## config.mk

```make
export PLATFORM = sky130hd
export DESIGN_NAME = mcf_ctrl
export DESIGN_NICKNAME = d
export VERILOG_FILES = /design/src/rtl/mcf_pkg.sv /design/src/rtl/mcf_classify.sv /design/src/rtl/mcf_next_state.sv /design/src/rtl/mcf_out_decode.sv /design/src/rtl/mcf_ctrl.sv
export SDC_FILE = /design/constraint.sdc
export NUM_CORES = 1
export LEC_CHECK = 0
export BUFFER_PORTS_ARGS = -buffer_cell sky130_fd_sc_hd__buf_2
export CAP_MARGIN = 20
export CORE_AREA = 2 2 39 41
export CTS_CLUSTER_SIZE = 10
export DETAILED_ROUTE_END_ITERATION = 6
export DIE_AREA = 0 0 41 43
export GPL_TIMING_DRIVEN = 0
export PLACE_DENSITY_LB_ADDON = 0.12
export SETUP_SLACK_MARGIN = 0.2
export SLEW_MARGIN = 20
export SYNTH_ARGS = -nofsm -noshare
export SYNTH_HDL_FRONTEND = slang
export SYNTH_SLANG_ARGS = --single-unit
```

## constraint.sdc

```tcl
create_clock -name clk -period 2.2 [get_ports clk]
set_clock_uncertainty 0.15 [all_clocks]
set_input_delay 0.55 -clock clk [delete_from_list [all_inputs] [get_ports clk]]
set_output_delay 0.55 -clock clk [all_outputs]
set_load 0.01 [all_outputs]
```

## src/rtl/mcf_pkg.sv

```systemverilog
package mcf_pkg;

    localparam int OPC_W   = 4;
    localparam int ALUOP_W = 3;
    localparam int NUM_ST  = 5;

    // one-hot bit positions of the state vector
    localparam int S_FETCH = 0;
    localparam int S_DEC   = 1;
    localparam int S_EXEC  = 2;
    localparam int S_WBR   = 3;
    localparam int S_WBI   = 4;

    typedef logic [NUM_ST-1:0]  st_vec_t;
    typedef logic [OPC_W-1:0]   opc_t;
    typedef logic [ALUOP_W-1:0] aluop_t;

    typedef enum logic [1:0] {
        CLS_REG  = 2'd0,
        CLS_IMM  = 2'd1,
        CLS_IDLE = 2'd2
    } cls_e;

    typedef struct packed {
        logic   ir_load;
        logic   pc_load;
        logic   rf_write;
        logic   a_sel;
        logic   b_sel;
        aluop_t alu_op;
        logic   imm_sel;
    } ctrl_t;

    localparam opc_t   OPC_LI   = 4'b1000;
    localparam opc_t   OPC_NOP  = 4'b1100;
    localparam aluop_t ALU_ADD  = '0;

    function automatic st_vec_t st_only(input int idx);
        st_vec_t v;
        v = '0;
        v[idx] = 1'b1;
        return v;
    endfunction

endpackage

```

## src/rtl/mcf_classify.sv

```systemverilog
module mcf_classify
    import mcf_pkg::*;
(
    input  opc_t opcode,
    output cls_e cls
);
    always_comb begin
        if (!opcode[OPC_W-1])
            cls = CLS_REG;
        else if (opcode == OPC_LI)
            cls = CLS_IMM;
        else
            cls = CLS_IDLE;   // explicit no-op and every other opcode with top bit set
    end
endmodule

```

## src/rtl/mcf_next_state.sv

```systemverilog
module mcf_next_state
    import mcf_pkg::*;
(
    input  st_vec_t st,
    input  cls_e    cls,
    output st_vec_t nxt
);
    logic dec_reg, dec_imm, dec_idle;

    always_comb begin
        dec_reg  = st[S_DEC] && (cls == CLS_REG);
        dec_imm  = st[S_DEC] && (cls == CLS_IMM);
        dec_idle = st[S_DEC] && (cls == CLS_IDLE);

        nxt          = '0;
        nxt[S_FETCH] = st[S_WBR] | st[S_WBI] | dec_idle | ~(|st);
        nxt[S_DEC]   = st[S_FETCH];
        nxt[S_EXEC]  = dec_reg;
        nxt[S_WBR]   = st[S_EXEC];
        nxt[S_WBI]   = dec_imm;
    end
endmodule

```

## src/rtl/mcf_out_decode.sv

```systemverilog
module mcf_out_decode
    import mcf_pkg::*;
(
    input  st_vec_t st,
    input  aluop_t  op_low,
    output ctrl_t   ctl
);
    always_comb begin
        ctl = '0;
        if (st[S_FETCH]) begin
            ctl.ir_load = 1'b1;
            ctl.pc_load = 1'b1;
            ctl.a_sel   = 1'b1;
            ctl.b_sel   = 1'b1;
            ctl.alu_op  = ALU_ADD;
        end
        if (st[S_EXEC]) begin
            ctl.alu_op  = op_low;
        end
        if (st[S_WBR] || st[S_WBI]) begin
            ctl.rf_write = 1'b1;
        end
        if (st[S_WBI]) begin
            ctl.imm_sel = 1'b1;
        end
    end
endmodule

```

## src/rtl/mcf_ctrl.sv

```systemverilog
module mcf_ctrl
    import mcf_pkg::*;
(
    input  logic       clk,
    input  logic       rst,
    input  logic [3:0] opcode,
    output logic       ir_load,
    output logic       pc_load,
    output logic       rf_write,
    output logic       alu_a_sel,
    output logic       alu_b_sel,
    output logic [2:0] alu_op,
    output logic       wb_imm_sel
);
    st_vec_t st_q, st_d;
    cls_e    cls;
    ctrl_t   ctl;

    mcf_classify u_cls (
        .opcode (opcode),
        .cls    (cls)
    );

    mcf_next_state u_nxt (
        .st  (st_q),
        .cls (cls),
        .nxt (st_d)
    );

    mcf_out_decode u_out (
        .st     (st_q),
        .op_low (opcode[ALUOP_W-1:0]),
        .ctl    (ctl)
    );

    always_ff @(posedge clk) begin
        if (rst)
            st_q <= st_only(S_FETCH);
        else
            st_q <= st_d;
    end

    assign ir_load    = ctl.ir_load;
    assign pc_load    = ctl.pc_load;
    assign rf_write   = ctl.rf_write;
    assign alu_a_sel  = ctl.a_sel;
    assign alu_b_sel  = ctl.b_sel;
    assign alu_op     = ctl.alu_op;
    assign wb_imm_sel = ctl.imm_sel;

    // state vector stays one-hot
    p_onehot_r10: assert property (@(posedge clk) disable iff (rst)
        $countones(st_q) == 1);

    // no instruction load during a register write
    p_no_ir_rf_clash_r10: assert property (@(posedge clk) disable iff (rst)
        !(ir_load && rf_write));

    // a fetch cycle is followed by an all-quiet decode cycle
    p_fetch_then_quiet_r3: assert property (@(posedge clk) disable iff (rst)
        ir_load |=> (!ir_load && !pc_load && !rf_write));

    // execute uses register operands
    p_exec_regs_r4: assert property (@(posedge clk) disable iff (rst)
        st_q[S_EXEC] |-> (!alu_a_sel && !alu_b_sel));

    // load-immediate in decode leads to immediate write-back
    p_li_wb_r6: assert property (@(posedge clk) disable iff (rst)
        (st_q[S_DEC] && opcode == OPC_LI) |=> (rf_write && wb_imm_sel));

    // no-op in decode returns straight to fetch
    p_nop_return_r7: assert property (@(posedge clk) disable iff (rst)
        (st_q[S_DEC] && opcode == OPC_NOP) |=> (ir_load && !rf_write));

    // every write-back is followed by a fetch
    p_wb_then_fetch_r5: assert property (@(posedge clk) disable iff (rst)
        rf_write |=> ir_load);
endmodule

```

**Yosys cells after proc, flatten, opt, wreduce, memory -nomap -nowiden**

Cells that the tools add are included.

- Multiplexer cells: 7
- Bitwise operators: 4
- Reductions and logical operators: 6
- Equal/unequal tests: 3

Operators with widths:

| cell | number |
|---|---|
| two-way mux 2 bit | 3 |
| two-way mux 5 bit | 1 |
| OR reduction 5 bit | 1 |
| == test 4 bit, second input constant | 1 |
| logical AND 1 bit | 3 |
| two-way mux 3 bit | 1 |
| OR 1 bit | 3 |
| == test 2 x 1 -> 1 bit, second input constant | 1 |
| == test 2 bit, second input constant | 1 |
| zero test 2 bit | 1 |
| two-way mux 1 bit | 2 |
| logical OR 1 bit | 1 |
| NOT 1 bit | 1 |

- Bits of input ports: 6
- Output and inout bits: 9
- Bits in registers: 5

**Logic depth before layout (Yosys ltp)**

- Depth after elaboration: 7
- Gate-level depth with buffers: 2
- Gate-level depth less buffers: 2

**Modules after synthesis**

Synthesis repeated with hierarchy kept, for this count alone.

- Cell total of the unflattened synthesis: 30
- Area, all modules: 307.8 µm²

By module, submodules not included:

| module | cells each | area each (µm²) | times used |
|---|---|---|---|
| mcf_ctrl | 10 | 141.4 | 1 |
| mcf_next_state | 9 | 80.1 | 1 |
| mcf_out_decode | 9 | 62.6 | 1 |
| mcf_classify | 2 | 23.8 | 1 |

**Worst setup path before layout**

OpenSTA, ideal clock, no wires.

- Path type: input -> register
- From: in opcode[2]
- To: reg st_q[0]
- Library setup time: 0.134 ns
- Setup slack: 0.680 ns
- Required time: 1.916 ns
- Arrival: 1.236 ns
- Stages: 2
- Cells stage by stage: o311a_1 > or4_1

- Word-level cells in the longest chain between the ends: 7

Ends and longest elaborated chain:

| what | line | text |
|---|---|---|
| from (decl) | mcf_ctrl.sv:6 | `input logic [3:0] opcode,` |
| == test 4 bit | mcf_classify.sv:10 | `else if (opcode == OPC_LI)` |
| two-way mux 2 bit | mcf_classify.sv:10 |  |
| two-way mux 2 bit | mcf_classify.sv:8 | `if (!opcode[OPC_W-1])` |
| == test 2 bit | mcf_next_state.sv:13 | `dec_idle = st[S_DEC] && (cls == CLS_IDLE);` |
| logical AND 1 bit | mcf_next_state.sv:13 |  |
| OR 1 bit (2 in a row) | mcf_next_state.sv:16 | `nxt[S_FETCH] = st[S_WBR] \| st[S_WBI] \| dec_idle \| ~(\|st);` |
| to (signal assigned) | mcf_ctrl.sv:38 | `st_q <= st_only(S_FETCH);` |
| to (signal assigned) | mcf_ctrl.sv:40 | `st_q <= st_d;` |
| to (decl) | mcf_ctrl.sv:15 | `st_vec_t st_q, st_d;` |

No other way between the ends.
A chain may end at the register's enable or synchronous reset.

**Worst setup path after layout**

- From: in opcode[2]
- To: out alu_op[2]

- Word-level cells in the longest chain between the ends: 1

Ends and longest elaborated chain:

| what | line | text |
|---|---|---|
| two-way mux 3 bit | mcf_out_decode.sv:17 | `if (st[S_EXEC]) begin` |
| to (decl) | mcf_ctrl.sv:12 | `output logic [2:0] alu_op,` |

No other way between the ends.

==> impl_summary.txt <==
----------------------------------------------------
[Yosys]
  Area share of fa/ha/maj cells after synthesis ... 0
  Number of flops mapped to enable cells by yosys ... 0
  Area share of the largest cell type after synthesis ... 0.488
  Share of synthesized area spent on multiplexers ... 0
  Yosys top cell by area ... sky130_fd_sc_hd__dfxtp_1
  Count of state elements after synthesis ... 5
  Cell Area, Synth ... 205 um2
  Leading cell types by count after synthesis ... sky130_fd_sc_hd__dfxtp_1 (5), sky130_fd_sc_hd__buf_4 (3), sky130_fd_sc_hd__and2_1 (2), sky130_fd_sc_hd__nor2b_1 (2)
  Cell types with the largest area share after synthesis ... sky130_fd_sc_hd__dfxtp_1 (49%), sky130_fd_sc_hd__buf_4 (11%), sky130_fd_sc_hd__and2_1 (6.1%), sky130_fd_sc_hd__nor2b_1 (6.1%), sky130_fd_sc_hd__o311a_1 (4.9%)
  Share of the synthesized netlist area taken by xor and xnor gates ... 0
  Post-Synthesis Net Count ... 26
  Most used flip-flop cell after synthesis ... sky130_fd_sc_hd__dfxtp_1
  Simple-gate share of the synthesized area ... 0.354
  Syn_area_per_cell ... 10.3 um2
  FFs w/ async S/R, synth ... 0
  Count of warnings emitted by yosys ... 0
  Main combinational cell family by area after synthesis ... simple AND/OR/NAND/NOR gates
  Gate count after technology mapping ... 20
  Portion of the post-synthesis area used by sequential elements ... 0.488
  Cell variety after synth ... 12
  Library cell with the highest instance count after synthesis ... sky130_fd_sc_hd__dfxtp_1
  Share of the synthesized area in compound gates (AO/OA/AOI/OAI) ... 0.0488

[Finish]
  Number of inserted diodes ... 0
  Share of post-route cells with drive strength above 1 ... 0.553
  Max FFs per register ... 5
  Registers with the highest flip-flop counts ... st_q x5
  Number of filler instances in the final layout ... 152
  Area growth from synthesis to layout ... 56.7%
  Top reg by flops ... st_q
  Final core occ ... 0.232
  Number of nets in the layout ... 45

[Setup path]
  Crit path capture type ... output port
  Worst path slowest cell ... sky130_fd_sc_hd__and2_2
  Req. time, crit path ... approximately 1500 ps
  Startpoint-to-endpoint class of the critical path ... input pin to output port
  Worst flop-to-flop path startpoint ... st_q[3]
  Crit path max fanout ... 3
  Critical Path Source ... opcode[2]
  Maximum cell stage delay along the critical path ... 160 ps
  Most prevalent standard cell on the critical path ... sky130_fd_sc_hd__buf_2
  CP startpoint kind ... input pin
  Critical path data arrival time ... 950 ps
  Cell type group with the largest total delay on the critical path ... buffers and inverters
  Chain of cells forming the critical path ... buf_2 > and2_2 > buf_2
  Sum of buffers and inverters on the critical path ... 2

[Drt]
  Number of detailed-route iterations in the first pass ... 2
  Detailed Route Iter0 Violations ... 2
  Wire length after detailed routing ... 504 um
  Remaining antenna violation count ... 0
  Via total after detailed routing ... 205
  Average vias per placed instance ... 3.80
  WL/cell ... 9.33 um
  Residual DRC count ... 0

[Global routing]
  Maximum number of pins on one net before global-route repair ... 7
  Met3 routing resource usage after global routing ... 0.0314
  Overall overflow remaining after global route ... 0
  Total Routing Usage GR ... 0.0796
  Met2 track utilization from global routing ... 0.0938
  Busiest grt layer ... met4
  Vias in the first global route ... 220
  Global-route track usage on met1 ... 0.0909
  First-pass GRT wire length ... 862 um
  Initial antenna violation count ... 0

[Clock network]
  Clock tree from TritonCTS ... yes
  H-tree depth reported by CTS ... 1
  Clock-pin slew of the registers on the worst-case setup and hold paths ... 40 ps
  Bufs on Longest Clock Path ... 2
  Sinks on Clock Net ... 5
  Clock Tree Root ... sky130_fd_sc_hd__clkbuf_4
  CTS Hold Buffers Added ... 0
  Setup Buffers After CTS ... 0
  Cts bufs inserted ... 3
  Cts repair resizes ... 0
  Clock latency reported for the late side of the worst-skew pair ... 240 ps

[Placed design]
  Final estimated routing congestion in global placement ... 0.675
  Number of I/O port buffers ... 14
  Place WS ... around 530 ps

[Run]
  Max Cap Violations ... 0

[STA]
  Highest Clock Rate ... between 600 and 700 MHz
  Setup repair after global routing missed its margin ... false
  Measured slew at the worst slew-check pin ... 234 ps
  Aggregate negative setup slack ... 0 ps
  Final Setup Violations ... 0
  Max-slew headroom at the worst pin ... 0.843
  Final number of hold-violating endpoints ... 0
  Final worst path period need ... ~1700 ps
  Pins Over Slew Limit ... 0
  Share of the clock period used by the worst path after layout ... 0.751
  Post-layout worst setup margin ... ~550 ps

[Power and ir drop]
  Leakage dissipation ... 0.159 nW
  Pwr Density ... 751 mW/mm2
  Worst vdd ir ... around 0.17 mV

[Floorplanning]
  Std-Cell Core Area ... 0.00138 mm2
  Die Y-Extent ... 43 um
  Overall die area ... 0.00176 mm2
  Ports ... 15
  Horizontal die dimension ... 41 um
  Number of standard-cell rows in the floorplan ... 14
  Starting Density ... 0.148

[Min path]
  Hold path start ... opcode[3]
  Path class of the lowest-slack min-delay path ... input pin to flop

[Status]
  Result of the run ... completed

----------------------------------------------------
==> metal layers <==
layer	wire length, um	vias to the layer above
met5	0	-
met4	10	0
met3	40	2
met2	212	13
met1	241	86
li1	-	104
==> final cells by class <==
class                           instances  area [um2]  area share
Sequential cell                         5         100       0.311
Tap cell                               16        20.0      0.0623
Buffer                                  3        22.5      0.0700
Multi-Input combinational cell         12        82.6       0.257
Clock buffer                            4        26.3      0.0817
Timing Repair Buffer                   14        70.1       0.218
==> final timing paths <==
| path | slack, ps | end | depth (start not counted) |
|---|---|---|---|
| setup / recovery | 550 | alu_op[2] | 3 |
| hold / removal | 360 | st_q[2] | 2 |
| setup reg to reg | 940 | st_q[0] | 2 |
| hold reg to reg | 360 | st_q[0] | 2 |
==> report_power, final <==
group          switching [mW]  internal (mW)
logic                  0.0155         0.0217
clock network          0.0343         0.0684
registers             0.00551         0.0961
==> cell families after synthesis <==
group,count (synthesis)
AO/OA/AOI/OAI,1
buffers and inverters,3
flip-flops,5
AND/OR/NAND/NOR,11
==> cells in the final DEF (no fill, tap or decap) <==
cell                        n
sky130_fd_sc_hd__or4_1      1
sky130_fd_sc_hd__and2_2     1
sky130_fd_sc_hd__dfxtp_1    5
sky130_fd_sc_hd__nand3b_1   1
sky130_fd_sc_hd__nor4_1     1
sky130_fd_sc_hd__nor3b_1    1
sky130_fd_sc_hd__clkbuf_4   3
sky130_fd_sc_hd__buf_4      3
sky130_fd_sc_hd__nor3_1     1
sky130_fd_sc_hd__buf_2     14
sky130_fd_sc_hd__or2_1      1
sky130_fd_sc_hd__clkbuf_1   1
sky130_fd_sc_hd__and2_1     2
sky130_fd_sc_hd__o311a_1    1
sky130_fd_sc_hd__nor2b_1    2
==> per-stage QoR <==
stage	power [mW]	instances	hold slack [ps]	instance area [um2]
floorplan	0.122	20	313	205
global placement	0.140	50	358	295
detailed placement	0.141	50	357	295
CTS	0.246	54	354	322
global route	0.261	54	355	322
finish	0.241	54	362	322
Power figures use the tool's default switching activity.
